[src/rtl/irqg_pkg.sv]
package irqg_pkg;

    // Gate states: no request, request driven, request suppressed by mode
    typedef enum logic [1:0] {
        GS_QUIET  = 2'd0,
        GS_RAISED = 2'd1,
        GS_HELD   = 2'd2
    } gate_state_e;

    // Status bit positions the gate and readback depend on
    localparam int unsigned ST_IE_BIT  = 0;
    localparam int unsigned ST_EXL_BIT = 1;
    localparam int unsigned ST_ERL_BIT = 2;
    localparam int unsigned ST_UM_BIT  = 4;

endpackage

[src/rtl/irqg_status_reg.sv]
module irqg_status_reg
    import irqg_pkg::*;
#(
    parameter int unsigned DATA_W    = 32,
    parameter int unsigned LINE_LSB  = 8,
    parameter int unsigned NUM_LINES = 8
) (
    input  logic                 clk,
    input  logic                 rst_n,
    input  logic                 wr_en,
    input  logic [DATA_W-1:0]    wr_data,
    input  logic                 flag_um,
    input  logic                 flag_erl,
    input  logic                 flag_exl,
    output logic [NUM_LINES-1:0] line_mask,
    output logic                 glob_en,
    output logic [DATA_W-1:0]    rd_data
);

    localparam int unsigned LINE_MSB = LINE_LSB + NUM_LINES - 1;

    logic [DATA_W-1:0] stat_q;
    logic [DATA_W-1:0] flag_vec;

    // Whole-word storage; no field is write-protected
    always_ff @(posedge clk or negedge rst_n) begin
        if (!rst_n) begin
            stat_q <= '0;
        end else if (wr_en) begin
            stat_q <= wr_data;
        end
    end

    // Live mode flags placed at their status positions
    always_comb begin
        flag_vec             = '0;
        flag_vec[ST_UM_BIT]  = flag_um;
        flag_vec[ST_ERL_BIT] = flag_erl;
        flag_vec[ST_EXL_BIT] = flag_exl;
    end

    assign rd_data   = stat_q | flag_vec;
    assign line_mask = stat_q[LINE_MSB:LINE_LSB];
    assign glob_en   = stat_q[ST_IE_BIT];

endmodule

[src/rtl/irqg_cause_reg.sv]
module irqg_cause_reg #(
    parameter int unsigned DATA_W    = 32,
    parameter int unsigned LINE_LSB  = 8,
    parameter int unsigned NUM_LINES = 8,
    parameter int unsigned NUM_SW    = 2
) (
    input  logic                          clk,
    input  logic                          rst_n,
    input  logic                          wr_en,
    input  logic [DATA_W-1:0]             wr_data,
    input  logic [NUM_LINES-NUM_SW-1:0]   hw_lines,
    output logic [NUM_LINES-1:0]          pending,
    output logic [DATA_W-1:0]             rd_data
);

    localparam int unsigned NUM_HW   = NUM_LINES - NUM_SW;
    localparam int unsigned SW_MSB   = LINE_LSB + NUM_SW - 1;
    localparam int unsigned LINE_MSB = LINE_LSB + NUM_LINES - 1;

    logic [NUM_SW-1:0] sw_q;
    logic              unused_cw;

    // Only the software-line bits of a cause write are kept
    assign unused_cw = ^{wr_data[DATA_W-1:SW_MSB+1], wr_data[LINE_LSB-1:0]};

    always_ff @(posedge clk or negedge rst_n) begin
        if (!rst_n) begin
            sw_q <= '0;
        end else if (wr_en) begin
            sw_q <= wr_data[SW_MSB:LINE_LSB];
        end
    end

    // Lower lines come from storage, upper lines straight from hardware
    for (genvar g = 0; g < NUM_LINES; g++) begin : g_line
        if (g < NUM_SW) begin : g_sw
            assign pending[g] = sw_q[g];
        end else begin : g_hw
            assign pending[g] = hw_lines[g-NUM_SW];
        end
    end

    always_comb begin
        rd_data                    = '0;
        rd_data[LINE_MSB:LINE_LSB] = pending;
    end

    if (NUM_HW == 0) begin : g_no_hw
        // nothing beyond software lines
    end

endmodule

[src/rtl/irqg_fsm.sv]
module irqg_fsm
    import irqg_pkg::*;
#(
    parameter int unsigned NUM_LINES = 8
) (
    input  logic                 clk,
    input  logic                 rst_n,
    input  logic [NUM_LINES-1:0] line_mask,
    input  logic [NUM_LINES-1:0] pending,
    input  logic                 glob_en,
    input  logic                 blk_exl,
    input  logic                 blk_erl,
    input  logic                 blk_dbg,
    output logic                 req
);

    gate_state_e state_q;
    gate_state_e state_d;
    logic        blocked;
    logic        live;

    assign blocked = blk_exl | blk_erl | blk_dbg;
    assign live    = glob_en & (|(line_mask & pending));

    // Next-state selection
    always_comb begin
        state_d = state_q;
        unique case (state_q)
            GS_QUIET: begin
                if (blocked)   state_d = GS_HELD;    // block
                else if (live) state_d = GS_RAISED;  // raise
                else           state_d = GS_QUIET;   // stay
            end
            GS_RAISED: begin
                if (blocked)    state_d = GS_HELD;   // block
                else if (!live) state_d = GS_QUIET;  // drop
                else            state_d = GS_RAISED; // stay
            end
            GS_HELD: begin
                if (blocked)   state_d = GS_HELD;    // stay
                else if (live) state_d = GS_RAISED;  // raise
                else           state_d = GS_QUIET;   // release
            end
            default: state_d = GS_QUIET;
        endcase
    end

    // State register
    always_ff @(posedge clk or negedge rst_n) begin
        if (!rst_n) begin
            state_q <= GS_QUIET;
        end else begin
            state_q <= state_d;
        end
    end

    // Output decode
    always_comb begin
        req = 1'b0;
        unique case (state_q)
            GS_RAISED: req = 1'b1;
            GS_QUIET,
            GS_HELD:   req = 1'b0;
            default:   req = 1'b0;
        endcase
    end

endmodule

[src/rtl/irqg_gate.sv]
module irqg_gate #(
    parameter int unsigned DATA_W    = 32,
    parameter int unsigned LINE_LSB  = 8,
    parameter int unsigned NUM_LINES = 8,
    parameter int unsigned NUM_SW    = 2,
    localparam int unsigned NUM_HW   = NUM_LINES - NUM_SW
) (
    input  logic              clk,
    input  logic              rst_n,
    input  logic              stat_wr_en,
    input  logic [DATA_W-1:0] stat_wr_data,
    input  logic              cause_wr_en,
    input  logic [DATA_W-1:0] cause_wr_data,
    input  logic [NUM_HW-1:0] hw_irq,
    input  logic              mode_user,
    input  logic              mode_exc,
    input  logic              mode_err,
    input  logic              mode_dbg,
    output logic              irq_req,
    output logic [DATA_W-1:0] stat_rd,
    output logic [DATA_W-1:0] cause_rd
);

    logic [NUM_LINES-1:0] line_mask;
    logic [NUM_LINES-1:0] pending;
    logic                 glob_en;

    irqg_status_reg #(
        .DATA_W    (DATA_W),
        .LINE_LSB  (LINE_LSB),
        .NUM_LINES (NUM_LINES)
    ) u_status (
        .clk       (clk),
        .rst_n     (rst_n),
        .wr_en     (stat_wr_en),
        .wr_data   (stat_wr_data),
        .flag_um   (mode_user),
        .flag_erl  (mode_err),
        .flag_exl  (mode_exc),
        .line_mask (line_mask),
        .glob_en   (glob_en),
        .rd_data   (stat_rd)
    );

    irqg_cause_reg #(
        .DATA_W    (DATA_W),
        .LINE_LSB  (LINE_LSB),
        .NUM_LINES (NUM_LINES),
        .NUM_SW    (NUM_SW)
    ) u_cause (
        .clk       (clk),
        .rst_n     (rst_n),
        .wr_en     (cause_wr_en),
        .wr_data   (cause_wr_data),
        .hw_lines  (hw_irq),
        .pending   (pending),
        .rd_data   (cause_rd)
    );

    irqg_fsm #(
        .NUM_LINES (NUM_LINES)
    ) u_fsm (
        .clk       (clk),
        .rst_n     (rst_n),
        .line_mask (line_mask),
        .pending   (pending),
        .glob_en   (glob_en),
        .blk_exl   (mode_exc),
        .blk_erl   (mode_err),
        .blk_dbg   (mode_dbg),
        .req       (irq_req)
    );

endmodule

[config.mk]
export PLATFORM = sky130hd
export DESIGN_NAME = irqg_gate
export DESIGN_NICKNAME = d
export VERILOG_FILES = /design/src/rtl/irqg_pkg.sv /design/src/rtl/irqg_status_reg.sv /design/src/rtl/irqg_cause_reg.sv /design/src/rtl/irqg_fsm.sv /design/src/rtl/irqg_gate.sv
export SDC_FILE = /design/constraint.sdc
export NUM_CORES = 1
export LEC_CHECK = 0
export ABC_AREA = 1
export CAP_MARGIN = 10
export CORE_MARGIN = 2
export CORE_UTILIZATION = 56
export DETAILED_ROUTE_END_ITERATION = 12
export DONT_BUFFER_PORTS = 1
export PLACE_DENSITY = 0.74
export RECOVER_POWER = 50
export SETUP_SLACK_MARGIN = 0.3
export SLEW_MARGIN = 20
export SYNTH_ARGS = -nofsm -noshare
export SYNTH_HDL_FRONTEND = slang
export SYNTH_SLANG_ARGS = --single-unit
[constraint.sdc]
create_clock -name clk -period 0.8 [get_ports clk]
set_input_delay 0.12 -clock clk [delete_from_list [all_inputs] [get_ports clk]]
set_output_delay 0.12 -clock clk [all_outputs]
set_load 0.01 [all_outputs]
# Word-level counts from Yosys, hierarchy flattened
# Cells that the tools add are included.
# Widths: inputs -> output; s select.
# word_totals
inputBits	78
output_inout_bits	65
register_bits	36
# op_classes
n_eq_ne	2
n_mux	4
bitwise	5
n_reduce_logical	3
# ops
op	count
$or 32x5->32	1
$and 8x8->8	1
$reduce_or 8->1	1
$mux 2	2
$reduce_or 3->1	1
$eq 2x1->1 const B	1
$eq 2x2->1 const B	1
$logic_not 2->1	1
$mux 1	2
$or 1x1->1	2
$and 1x1->1	1

# Depth between registers and ports, before layout
# logic_depth
word_depth	6
depth_mapped	4

# Cells and area by module
# Synthesis repeated with hierarchy kept, for this count alone.
# hier_totals
cells_unflattened	247
hier_area_um2	2107.0
# modules_own_cells
mod	seq_area_each_um2	instances	area_each_um2	cells_per_inst
irqg_status_reg	800.8	1	1600.3	176
irqg_cause_reg	50.0	1	365.4	48
irqg_fsm	50.0	1	141.4	23

# Worst setup path after synthesis
# No wires, ideal clock.
# synth_path
path_type	input to register
from	input port stat_wr_en
to	register u_status.stat_q[10]
required_ns	0.675
arrival_ns	0.667
cell_stages	3
slack_ns	0.008
setup_time_ns	0.125
cell_sequence	buf_6 buf_12 mux2_4
# synth_rtl
item	line_no	rtl
from (decl)	irqg_gate.sv:10	input logic stat_wr_en,
to (signal assigned)	irqg_status_reg.sv:30	stat_q <= wr_data;
to (decl)	irqg_status_reg.sv:22	logic [DATA_W-1:0] stat_q;
# No word-level cell between the ends.

# Worst setup path in the final report
# layout_path
from	register u_status.stat_q[2]
to	output port stat_rd[2]
# layout_via
elab_chain_len	1
# layout_rtl
item	line_no	rtl
$or 32x5->32	irqg_status_reg.sv:42	assign rd_data = stat_q | flag_vec;
to (decl)	irqg_gate.sv:20	output logic [DATA_W-1:0] stat_rd,
# No other way between the ends.

==> summary.txt <==
clock root cell = clkbuf_4
RSZ-0062 raised after global routing = yes
post-route insts no fill = 232
largest net degree at the start of global routing = 37
Yosys top cell by area = dfrtp_1
Max VDD drop = 1.15 mV
worst path cell trace = or2_4
f_max = 0.908 GHz
Req. time, crit path = 0.68 ns
overall routing resource usage = 18.9%
sequential share of power = 50.1%
Worst path slowest cell = dfrtp_1
status = complete, but fails checks
Worst-path clk slew = 0.11 ns
HP Class = input port to async pin
DR iter-0 viols = 39
drt pass-1 iters = 4
Core Util, Final = 70.0%
top cells by area, synth = dfrtp_1, buf_4, mux2_4, buf_12, mux2_2
die area = 4090 µm²
Hold WS = -0.536 ns
Critical Path Start = u_status.stat_q[2]
Yosys warnings = 0
H-tree Lvls = 2
worst path buffer plus inverter count = 0
die height = 63.9 µm
nets@finish = 263
Mapped Area = 2010 µm²
Setup Skew = 0.00867 ns
TritonCTS clock tree = yes
Main synth FF type = dfrtp_1
CP peak stage delay = 0.41 ns
GRT overflow = 0
violated checks = hold timing, setup timing
Yosys cell types = 14
Setup Viol. Count Final = 61
cell family with most CP delay = flip-flops
DP HPWL = 2.30 mm
Vias = 1079
drt via density = 4.65
Clock power frac = 23.5%
Critical Path Sink Type = output port
top post-synthesis cells by count = buf_4, dfrtp_1, mux2_4
combinational power share = 26.4%
crit-path max FO = 2
Rows = 21
PortBufs = 0
Sum Neg Setup Slack = -9.50 ns
P_sw = 1.09 mW
starting density of the core = 59.3%
R2R Setup Slk = -0.19 ns
Slew Viols, Final = 0
final setup margin = -0.301 ns
Placer Congestion = 0.643
Mapped Avg Cell Area = 12.6 µm²
EDFF count, synth = 0
routed wire length = 3.84 mm
Clock Latency Late Sink = 0.33 ns
TritonCTS Buffers = 5
antenna viol nets, final = 0
asr flop ratio synth = 100%
R2R Path End = u_fsm.state_q[0]
io pins = 143
global-route wire length before repair = 5.70 mm
top-count cell post-synth = buf_4
Area Growth Syn to Fin = 17.9%
Remaining DRCs = 0
fin crit period = 1.10 ns
critical setup path kind = register to output port
Die Span X = 63.9 µm
total of max-cap violations = 0
Fin. Hold Viols = 72
WL/cell = 16.6 µm
maximum buffer depth of the clock tree = 2
switching share of power = 25.5%
sequential area share after synthesis = 44.8%
pwr dens = 1810 nW/µm²
initial antenna violation count = 0
core area = 3390 µm²
share of layout cells above drive strength 1 = 60.2%
Power Internal = 3.20 mW
Post-Synthesis Cells = 160
top cell type's share of synthesized area = 44.8%
vias in the first global route = 1116
number of cells after detailed placement = 198
number of diodes = 0
post-synthesis register bit count = 36
crit start category = register
Pleak = 1.19 nW
post-route clock period utilization = 138%
Clock Sink Count = 36
FF-to-FF Start = u_fsm.state_q[1]
R2R depth = 4
crit path DAT = 0.98 ns
[timing repair]
| item | in CTS | in global routing |
|---|---|---|
| hold endpoints to repair | 72 | 72 |
| pin swaps | 7 | 2 |
| setup buffers | 18 | 8 |
| setup endpoints to repair | 71 | 71 |
| resized for setup | 50 | 14 |
[logic make-up after synthesis]
family	share of synthesized area, %
simple gates	4.36
compound gates	0.995
other cells	0.187
flops	44.8
buf+inv	25.9
mux	23.7
[through the flow]
stage	setup WS, ns	instance area [µm²]	power [mW]
CTS	-0.312	2260	4.20
detailed placement	-0.0443	1890	2.89
floorplan	0.0173	2220	3.09
global placement	-0.0373	1890	2.86
finish	-0.301	2370	4.29
global route	-0.344	2370	4.49
[worst max-delay path by stage]
stage | slack [ns] | endpoint | depth (start not counted)
2_1_floorplan | 0.02 | u_status.stat_q[10] | 3
3_3_place_gp | -0.04 | u_fsm.state_q[0] | 4
3_5_place_dp | -0.04 | u_fsm.state_q[0] | 4
4_1_cts | -0.31 | stat_rd[4] | 1
5_1_grt | -0.34 | stat_rd[4] | 1
6_report | -0.30 | stat_rd[2] | 1
[worst reg2reg max path, stage by stage (launching register included)]
cell and delay [ns]:
dfrtp_1 0.44, buf_6 0.14, a21oi_2 0.13, nand2_1 0.09, a21oi_2 0.13
[placed cells by master (no fill, tap or decap), drive strengths merged]
cell / n
buf: 58
clkbuf: 8
nor3: 1
o21ai: 1
inv: 2
conb: 24
nand2: 14
or2: 3
dfrtp: 36
a21oi: 3
nor2: 3
mux2: 33
[power groups by stage]
stage	Clock, mW	Sequential (mW)	Combinational, mW
after floorplan	0	2.14	0.943
after global placement	0	2.14	0.725
after detailed placement	0	2.15	0.736
after CTS	1.04	2.14	1.02
after global routing	1.12	2.17	1.20
final	1.01	2.15	1.13
[registers in the layout, indices dropped and copies added (netlist names)]
name and count:
u_fsm.state_q 2, u_cause.sw_q 2, u_status.stat_q 32
[metal layers]
metal	part of all wire [%]	wire [µm]	global-route usage [%]
met1	37	1430	22.0
met2	52	2020	32.4
met3	8.5	327	6.34
met4	1.9	72	6.79
met5	0	0	0
[area by class of cell]
type	instances	area, µm²
well taps	46	57.6
multi-input cells	82	721
repair buffers	58	623
fillers	235	1020
clock buffers	8	58.8
flip-flops and latches	36	901
inverters	2	10.0
Power figures use the tool's default switching activity.
